`src/rtl/dhb_pkg.sv`:
```
package dhb_pkg;
  localparam int DW = 8;
  localparam logic [1:0] OFS_DATA = 2'd0;
  localparam logic [1:0] OFS_CTRL = 2'd1;
  localparam logic [1:0] OFS_STAT = 2'd2;
  localparam int CTRL_SEL_BIT = 6;
  localparam int CTRL_DEN_BIT = 1;

  typedef struct packed {
    logic req;
    logic io;
    logic msg;
    logic cd;
    logic busy;
  } ctl_stat_t;

  // Status register image: handshake lines in the top five bits.
  function automatic logic [DW-1:0] pack_status(input ctl_stat_t s);
    return {s.req, s.io, s.msg, s.cd, s.busy, 3'b000};
  endfunction

  // Active-low pin bundle to active-high status fields.
  function automatic ctl_stat_t pins_to_stat(input logic req_n, input logic io_n,
                                             input logic msg_n, input logic cd_n,
                                             input logic busy_n);
    ctl_stat_t s;
    s.req  = ~req_n;
    s.io   = ~io_n;
    s.msg  = ~msg_n;
    s.cd   = ~cd_n;
    s.busy = ~busy_n;
    return s;
  endfunction
endpackage

```
`src/rtl/dhb_port_decode.sv`:
```
module dhb_port_decode #(
  parameter int ADDR_W = 8
) (
  input  logic [ADDR_W-3:0] cfg_base,
  input  logic [ADDR_W-1:0] bus_addr,
  input  logic              bus_dbin,
  input  logic              bus_prw,
  input  logic              bus_sinp,
  input  logic              bus_sout,
  output logic              rd_hit,
  output logic              wr_hit,
  output logic [1:0]        port_ofs
);
  localparam int BASE_W = ADDR_W - 2;

  logic win_match;

  assign win_match = (bus_addr[ADDR_W-1 -: BASE_W] == cfg_base);
  assign port_ofs  = bus_addr[1:0];
  assign rd_hit    = win_match && bus_dbin && bus_prw && bus_sinp;
  assign wr_hit    = win_match && bus_sout && !bus_prw;
endmodule

```
`src/rtl/dhb_pin_capture.sv`:
```
module dhb_pin_capture
  import dhb_pkg::*;
(
  input  logic          clk,
  input  logic          rst_n,
  input  logic [DW-1:0] ctl_db_n_in,
  input  logic          ctl_req_n,
  input  logic          ctl_io_n,
  input  logic          ctl_msg_n,
  input  logic          ctl_cd_n,
  input  logic          ctl_busy_n,
  input  logic          freeze,
  output ctl_stat_t     stat_q,
  output logic [DW-1:0] in_q
);
  always_ff @(posedge clk or negedge rst_n) begin
    if (!rst_n) begin
      stat_q <= '0;
      in_q   <= '0;
    end else begin
      stat_q <= pins_to_stat(ctl_req_n, ctl_io_n, ctl_msg_n, ctl_cd_n, ctl_busy_n);
      if (!freeze) in_q <= ~ctl_db_n_in;
    end
  end
endmodule

```
`src/rtl/dhb_ack_gen.sv`:
```
module dhb_ack_gen (
  input  logic clk,
  input  logic rst_n,
  input  logic xfer_evt,
  input  logic req_s,
  output logic ack_q
);
  always_ff @(posedge clk or negedge rst_n) begin
    if (!rst_n) begin
      ack_q <= 1'b0;
    end else if (ack_q) begin
      if (!req_s) ack_q <= 1'b0;
    end else if (xfer_evt) begin
      ack_q <= 1'b1;
    end
  end
endmodule

```
`src/rtl/dhb_bus_drive.sv`:
```
module dhb_bus_drive
  import dhb_pkg::*;
(
  input  logic          sel,
  input  logic          den,
  input  logic          io_s,
  input  logic [DW-1:0] hold_q,
  output logic          drive_data,
  output logic [DW-1:0] ctl_db_oe,
  output logic [DW-1:0] ctl_db_n_out
);
  localparam logic [DW-1:0] ID_MASK = DW'(1);

  assign drive_data = den && io_s && !sel;

  always_comb begin
    if (drive_data) begin
      ctl_db_oe    = '1;
      ctl_db_n_out = ~hold_q;
    end else if (sel) begin
      ctl_db_oe    = ID_MASK;
      ctl_db_n_out = ~ID_MASK;
    end else begin
      ctl_db_oe    = '0;
      ctl_db_n_out = '1;
    end
  end
endmodule

```
`src/rtl/disk_host_bridge.sv`:
```
module disk_host_bridge
  import dhb_pkg::*;
#(
  parameter int ADDR_W = 8
) (
  input  logic              clk,
  input  logic              rst_n,
  input  logic [ADDR_W-3:0] cfg_base,
  input  logic [ADDR_W-1:0] bus_addr,
  input  logic              bus_dbin,
  input  logic              bus_prw,
  input  logic              bus_sinp,
  input  logic              bus_sout,
  input  logic [7:0]        bus_wdata,
  output logic [7:0]        bus_rdata,
  output logic              bus_rd_valid,
  input  logic [7:0]        ctl_db_n_in,
  output logic [7:0]        ctl_db_n_out,
  output logic [7:0]        ctl_db_oe,
  input  logic              ctl_req_n,
  input  logic              ctl_io_n,
  input  logic              ctl_msg_n,
  input  logic              ctl_cd_n,
  input  logic              ctl_busy_n,
  output logic              ctl_sel_n,
  output logic              ctl_ack_n
);
  logic          rd_hit, wr_hit;
  logic [1:0]    port_ofs;
  ctl_stat_t     stat_q;
  logic [DW-1:0] in_q;
  logic [DW-1:0] hold_q;
  logic          sel_q, den_q;
  logic          ack_q;
  logic          req_s;
  logic          xfer_evt;
  logic          drive_data;

  dhb_port_decode #(.ADDR_W(ADDR_W)) u_dec (
    .cfg_base(cfg_base), .bus_addr(bus_addr), .bus_dbin(bus_dbin),
    .bus_prw(bus_prw), .bus_sinp(bus_sinp), .bus_sout(bus_sout),
    .rd_hit(rd_hit), .wr_hit(wr_hit), .port_ofs(port_ofs)
  );

  dhb_pin_capture u_cap (
    .clk(clk), .rst_n(rst_n), .ctl_db_n_in(ctl_db_n_in),
    .ctl_req_n(ctl_req_n), .ctl_io_n(ctl_io_n), .ctl_msg_n(ctl_msg_n),
    .ctl_cd_n(ctl_cd_n), .ctl_busy_n(ctl_busy_n), .freeze(ack_q),
    .stat_q(stat_q), .in_q(in_q)
  );

  assign req_s    = stat_q.req;
  assign xfer_evt = (rd_hit || wr_hit) && (port_ofs == OFS_DATA) && req_s;

  dhb_ack_gen u_ack (
    .clk(clk), .rst_n(rst_n), .xfer_evt(xfer_evt), .req_s(req_s), .ack_q(ack_q)
  );

  always_ff @(posedge clk or negedge rst_n) begin
    if (!rst_n) begin
      sel_q  <= 1'b0;
      den_q  <= 1'b0;
      hold_q <= '0;
    end else if (wr_hit) begin
      if (port_ofs == OFS_CTRL) begin
        sel_q <= bus_wdata[CTRL_SEL_BIT];
        den_q <= bus_wdata[CTRL_DEN_BIT];
      end
      if (port_ofs == OFS_DATA) hold_q <= bus_wdata;
    end
  end

  dhb_bus_drive u_drv (
    .sel(sel_q), .den(den_q), .io_s(stat_q.io), .hold_q(hold_q),
    .drive_data(drive_data), .ctl_db_oe(ctl_db_oe), .ctl_db_n_out(ctl_db_n_out)
  );

  always_comb begin
    bus_rdata = '0;
    if (rd_hit) begin
      unique case (port_ofs)
        OFS_DATA: bus_rdata = in_q;
        OFS_STAT: bus_rdata = pack_status(stat_q);
        default:  bus_rdata = '0;
      endcase
    end
  end

  assign bus_rd_valid = rd_hit;
  assign ctl_sel_n    = ~sel_q;
  assign ctl_ack_n    = ~ack_q;
endmodule

```
`config.mk`:
```
export PLATFORM = sky130hd
export DESIGN_NAME = disk_host_bridge
export DESIGN_NICKNAME = d
export VERILOG_FILES = /design/src/rtl/dhb_pkg.sv /design/src/rtl/dhb_port_decode.sv /design/src/rtl/dhb_pin_capture.sv /design/src/rtl/dhb_ack_gen.sv /design/src/rtl/dhb_bus_drive.sv /design/src/rtl/disk_host_bridge.sv
export SDC_FILE = /design/constraint.sdc
export NUM_CORES = 1
export LEC_CHECK = 0
export CAP_MARGIN = 20
export CORE_MARGIN = 2
export CORE_UTILIZATION = 34
export CTS_CLUSTER_DIAMETER = 40
export DETAILED_ROUTE_END_ITERATION = 12
export PLACE_DENSITY = 0.73
export SYNTH_ARGS = -nofsm -noshare
export SYNTH_HDL_FRONTEND = slang
export SYNTH_SLANG_ARGS = --single-unit
```
`constraint.sdc`:
```
create_clock -name clk -period 2 [get_ports clk]
set_input_delay 0.5 -clock clk [delete_from_list [all_inputs] [get_ports clk]]
set_output_delay 0.5 -clock clk [all_outputs]
set_load 0.01 [all_outputs]
```
==> results of run 1 <==
path summary, 6_finish.rpt:
kind,start,to,slack [ns]
max,bus_addr[2],bus_rdata[5],-0.21
min,rst_n,u_cap.in_q[3],0.50
max reg2reg,u_ack.ack_q,u_cap.in_q[0],1.11
min reg2reg,u_cap.in_q[2],u_cap.in_q[2],0.50
max in group asynchronous,rst_n,hold_q[6],1.25
min in group clk,u_cap.in_q[2],u_cap.in_q[2],0.50
kinds of logic (layout without fill, tap and decap cells):
family / count (synthesis) / after routing / synth area share (%)
buf+inv: 19 / 100 / 9.56
flops: 24 / 24 / 50.4
xor+xnor: 6 / 6 / 4.41
simple gates: 39 / 39 / 14.5
compound gates: 11 / 11 / 4.94
mux: 15 / 15 / 16.2
cells in the final DEF, fill, tap and decap left out:
cell,synthesis,routed
dfrtp_1,24,24
buf_2,0,10
nand3_1,3,2
clkbuf_4,0,3
or3_1,1,1
mux2i_1,5,5
nor3_1,2,1
nor2_2,0,3
mux2_4,8,8
buf_6,2,17
or4_4,0,1
nand2_1,19,19
nor3_4,0,1
clkinvlp_2,1,1
nand4_1,1,1
nor2_4,0,3
dlygate4sd2_1,0,18
buf_4,7,15
xnor2_2,0,5
clkbuf_2,0,1
clkdlybuf4s50_1,0,25
bufinv_16,0,1
a31oi_1,1,1
inv_1,7,7
nor2_1,8,2
xnor2_1,6,1
nand3_2,0,1
clkdlybuf4s15_1,0,2
and3_1,3,3
o21ai_0,9,9
mux2_2,2,2
o31ai_1,1,1
or4_1,2,1
flip-flops by register name, indices dropped and copies added (netlist names):
signal / flops
u_ack.ack_q: 1
hold_q: 8
den_q: 1
u_cap.stat_q: 5
u_cap.in_q: 8
sel_q: 1
critical path, delay by kind of cell:
family	cells	cell delay, ns
XOR/XNOR	1	0.13
buffers and inverters	3	0.36
AND/OR/NAND/NOR	3	0.71
layout make-up:
type / instances / share of cell area, %
repair buffers: 88 / 37.6
well taps: 46 / 2.75
multi-input cells: 71 / 27.0
clock inverters: 1 / 1.43
flip-flops and latches: 24 / 28.7
clock buffers: 3 / 1.08
inverters: 8 / 1.49
per-layer routing:
metal | GRT usage [%] | up-vias
met1 | 20.0 | 493
met2 | 27.7 | 47
met3 | 3.21 | 5
met5 | 0 | -
li1 | - | 530
met4 | 4.89 | 0
stage by stage:
stage                     worst slack [ns]  instances
after floorplan                    -0.0282        114
after global routing                -0.293        241
final                               -0.209        241
after global placement              -0.991        231
after detailed placement             -1.05        231
after CTS                           -0.220        240
what timing repair did:
action | in CTS | in global routing
buffers inserted | 6 | 0
pin swaps | 18 | 0
endpoints found under the setup margin | 31 | 16
gates cloned | 0 | 1
resized for setup | 124 | 7
power by group through the flow:
| stage | sequential (mW) | combinational, mW | clock (mW) |
|---|---|---|---|
| 2_1_floorplan | 0.525 | 0.0595 | 0 |
| 4_1_cts | 0.520 | 0.192 | 0.358 |
| 3_3_place_gp | 0.527 | 0.180 | 0 |
| 5_1_grt | 0.523 | 0.209 | 0.381 |
| 6_report | 0.520 | 0.194 | 0.360 |
| 3_5_place_dp | 0.529 | 0.185 | 0 |
==> impl_metrics.toml, run 1 <==
[global_route]
antenna_found_initial = 0
grt_max_degree = 25
grt_pass1_vias = 1118
grt_use_total_pct = 15.9
grt_pass1_wl_um = 5040
gr-total-overflow = 0

[routing]
wl_um = 3130
wl_met2_um = 1510
drc_errors = 0
wl_per_cell_um = 13.0
vias_per_cell = 4.46
antenna_left = 0
drt-pass1-iter-count = 4
drt_iter0_drc = 15
highest_layer = "met4"
vias = 1075
wl_met1_um = 1360
dr_wl_met3_um = 204

[synth]
synth_top_area_share_pct = 50.4
yosysWarnings = 0
synth_edf_count = 0
synthTopCellsByArea = "dfrtp_1, mux2_4, nand2_1"
syn_area_um2 = 1190
syn_inst = 114
synthTopCellsByCount = "dfrtp_1, nand2_1, o21ai_0"
synthDistinctLibCells = 21
seq_area_frac_synth_pct = 50.4
ys_async_sr_fraction_pct = 100
ys_ff_latch = 24
synth_top_cell_by_area = "dfrtp_1"
yosysMostFrequentCell = "dfrtp_1"
synth_ff_type = "dfrtp_1"
avgSynthCellArea_um2 = 10.4
syn_nets = 155

[sta]
max-slew-margin-rel_pct = 79.5
rsz0062_at_grt = "yes"
setup_viol = 8
fin_crit_ns = 2.21
hold_ws_ns = 0.497
worstMarginPinSlew_ns = 0.299
worst_slack_ns = -0.209
fmax_mhz = 453
hold_viol_final = 0
drv_slew = 0
fin_setup_tns_ns = -1.00
skew_ns = 0.0185
timing.final.crit_share_pct = 110

[worst_setup_path]
slowest_stage = "or4_4"
crit_path_end_kind = "primary output"
critPathLaunchType = "input pin"
crit_fanout = 4
cp.required_ns = 1.50
slowest_delay_ns = 0.49
worstRegToRegCells = 3
crit_top_cell = "buf_6"
worstSetupPathType = "input pin to primary output"
cp_data_arrival_time_ns = 1.71
crit_chain = "buf_6 -> xnor2_2 -> nand4_1 -> or4_4 -> buf_6 -> nor2_4 -> buf_6"

[floorplanning]
die-width_um = 63.2
rows = 21
io_pins = 68
initial_core_util_pct = 35.4
dieArea_um2 = 3990
die_h_um = 63.2
core_um2 = 3360

[status]
status = "finished with violations"
failed_checks = "setup timing"

[placed_design]
gp_congestion = 0.759
dp_hpwl_um = 2390
io_buffers = 67
placed_area_um2 = 1970

[final_layout]
finalInstanceArea_um2 = 2090
fin_util_pct = 62.2
nets = 237
area_growth_syn_to_layout_pct = 75.7
antennaDiodeCount = 0
nFillCells = 327
regArea_um2 = 601
multiInputGateArea_um2 = 564
drive_above_1_share_pct = 36.9

[pwr]
p_per_area_nw_per_um2 = 513
total_power_mw = 1.07
p_sw_share_pct = 22.3
pwr-share-comb_pct = 18.0
p_switching_mw = 0.240
clkPwrFrac_pct = 33.5
internal-power_mw = 0.834
seqPwrFrac_pct = 48.4
irDropWorstVdd_v = 0.000308
power_leakage_nw = 1.03

[clock_network]
clock_path_buffers = 2
cts_max_level = 1
root_buffer = "clkbuf_4"
holdBufCountCts = 0
cts.clk_slew.worst_paths_ns = 0.15
clock-sinks = 24
cts_tree = "yes"
clock_latency_ns = 0.33
cts_buffers = 3

[flow_run]
maxCapViolCount = 0

[min_path]
hold_path.class = "input pin to asynchronous set/reset pin"
No activity file was read; power rests on OpenSTA's default activity.
==> run 2, diff against run 1 <==
--- a/config.mk
+++ b/config.mk
@@ -7,10 +7,11 @@
 export LEC_CHECK = 0
 export CAP_MARGIN = 20
 export CORE_MARGIN = 2
-export CORE_UTILIZATION = 34
+export CORE_UTILIZATION = 38
 export CTS_CLUSTER_DIAMETER = 40
 export DETAILED_ROUTE_END_ITERATION = 12
-export PLACE_DENSITY = 0.73
+export GPL_ROUTABILITY_DRIVEN = 0
+export PLACE_DENSITY = 0.77
 export SYNTH_ARGS = -nofsm -noshare
 export SYNTH_HDL_FRONTEND = slang
 export SYNTH_SLANG_ARGS = --single-unit
==> constraint.sdc (replaced) <==
create_clock -name clk -period 2.1 [get_ports clk]
set_input_delay 0.525 -clock clk [delete_from_list [all_inputs] [get_ports clk]]
set_output_delay 0.525 -clock clk [all_outputs]
set_load 0.01 [all_outputs]
==> run 2 against run 1 <==
The flow still finishes with violations (setup timing). Combinational power down 8%. Sequential power down 4.8%. Core utilization up 5.0 points. Largest power group unchanged.
==> impl_metrics.toml, run 2 (synthesis gave the netlist of run 1 again) <==
[sta]
hold_ws_ns = 0.505
drv_slew = 0
fmax_mhz = 424
setup_viol = 8
hold_viol_final = 0
max-slew-margin-rel_pct = 78.6
fin_crit_ns = 2.36
worstMarginPinSlew_ns = 0.321
worst_slack_ns = -0.260
skew_ns = 0.00571
timing.final.crit_share_pct = 112
rsz0062_at_grt = "yes"

[min_path]
hold_start = "u_cap.in_q[4]"
hold_path.class = "register to register"

[worst_setup_path]
worstRegToRegCells = 2
crit_chain = "buf_6 -> xnor2_2 -> nand4_1 -> buf_4 -> or4_4 -> nor2_2 -> buf_2"
r2r_slack_ns = 1.21
cp_top_family = "simple AND/OR/NAND/NOR gates"
slowest_stage = "or4_4"
endpoint = "bus_rdata[3]"
crit_start = "bus_addr[5]"
critPathBufInv = 3
worstSetupPathType = "input pin to primary output"
slowest_delay_ns = 0.48
crit_fanout = 5
critPathLaunchType = "input pin"
worst-path-stages = 7
cp_data_arrival_time_ns = 1.83
r2r-end = "den_q"
cp.required_ns = 1.57
reg2reg_from = "den_q"
crit_path_end_kind = "primary output"

[clock_network]
clock-sinks = 24
holdBufCountCts = 0
cts.clk_slew.worst_paths_ns = 0.14
cts_max_level = 1
clock_latency_ns = 0.31
cts_tree = "yes"
cts_buffers = 3
root_buffer = "clkbuf_4"
clock_path_buffers = 2

[routing]
wl_per_cell_um = 13.3
vias_per_cell = 4.67
wl_um = 3140
drc_errors = 0
drt-pass1-iter-count = 4
antenna_left = 0
vias = 1103
drt_iter0_drc = 20

[status]
failed_checks = "setup timing"
status = "finished with violations"

[pwr]
p_per_area_nw_per_um2 = 495
power_leakage_nw = 1.00
total_power_mw = 1.01
irDropWorstVdd_v = 0.000313

[final_layout]
area_growth_syn_to_layout_pct = 71.0
final_cell_mix = "clkdlybuf4s50_1, dfrtp_1, dlygate4sd2_1, nand2_1, buf_4"
drive_above_1_share_pct = 35.9
layout_commonest_cell = "clkdlybuf4s50_1"
biggestRegsByFlops = "hold_q (8), u_cap.in_q (8), u_cap.stat_q (5)"
nets = 234
finalNonFillerCells = 236
antennaDiodeCount = 0

[placed_design]
dp_hpwl_um = 2320
io_buffers = 67
placedCellCount = 228

[floorplanning]
rows = 20
initial_core_util_pct = 39.3
die-width_um = 60.0
core_um2 = 3030
die_h_um = 60.0
dieArea_um2 = 3600
io_pins = 68

[global_route]
grt_pass1_vias = 1108
grt_max_degree = 25
grt_pass1_wl_um = 5060
grt_use_total_pct = 19.1
antenna_found_initial = 0
gr-total-overflow = 0

[flow_run]
maxCapViolCount = 0
==> run 2: changes by cell type in the layout (fill, tap and decap cells not counted), sizes merged <==
| cell | change |
|---|---|
| dlygate4sd2 | +3 |
| buf | -7 |
| clkbuf | +3 |
| clkdlybuf4s15 | -2 |
==> run 2: through the flow <==
stage	setup WS, ns	area [µm²]	util [%]	TNS [ns]
floorplan	-0.0176	1190	-	-0.0882
global placement	-1.02	1940	64.0	-11.71
detailed placement	-1.05	1940	64.0	-12.33
CTS	-0.211	2020	66.7	-1.12
global route	-0.345	2040	67.3	-2.17
finish	-0.260	2040	67.3	-1.47
==> run 2: repair_timing <==
action,CTS,global route
pin swaps,15,5
hold endpoints to repair,0,0
endpoints found under the setup margin,31,9
resized for setup,116,12
setup buffers,4,0
==> run 2: power by group <==
group	internal [mW]	switching [mW]	total, mW
logic	0.113	0.0655	0.179
registers	0.483	0.0117	0.495
clock network	0.193	0.141	0.334
==> run 2: worst min-delay path by stage <==
stage	slack, ns	to	cells past startpoint
2_1_floorplan	0.23	den_q	0
3_3_place_gp	0.45	u_cap.in_q[0]	2
3_5_place_dp	0.48	u_cap.in_q[4]	2
4_1_cts	0.51	u_cap.in_q[4]	2
5_1_grt	0.54	u_cap.in_q[6]	2
6_report	0.51	u_cap.in_q[4]	2
==> run 2: layout make-up <==
cell class | instances | area (µm²)
Fill cell | 248 | 991
Timing Repair Buffer | 85 | 746
Sequential cell | 24 | 601
Multi-Input combinational cell | 71 | 552
Tap cell | 44 | 55.1
Inverter | 8 | 31.3
Clock inverter | 1 | 30.0
Clock buffer | 3 | 22.5
==> run 2: per-layer routing <==
layer / global-route usage [%] / vias to the layer above / part of all wire, %
li1: - / 525 / -
met1: 23.2 / 513 / 39
met2: 35.7 / 63 / 54
met3: 3.90 / 2 / 7.2
met4: 1.90 / 0 / 0.25
met5: 0 / - / 0
==> run 2: tightest hold or removal path: cells and delay by family, from the launching register on <==
family          cells  cell delay [ns]
simple gates        1             0.05
flops               1             0.37
compound gates      1             0.06
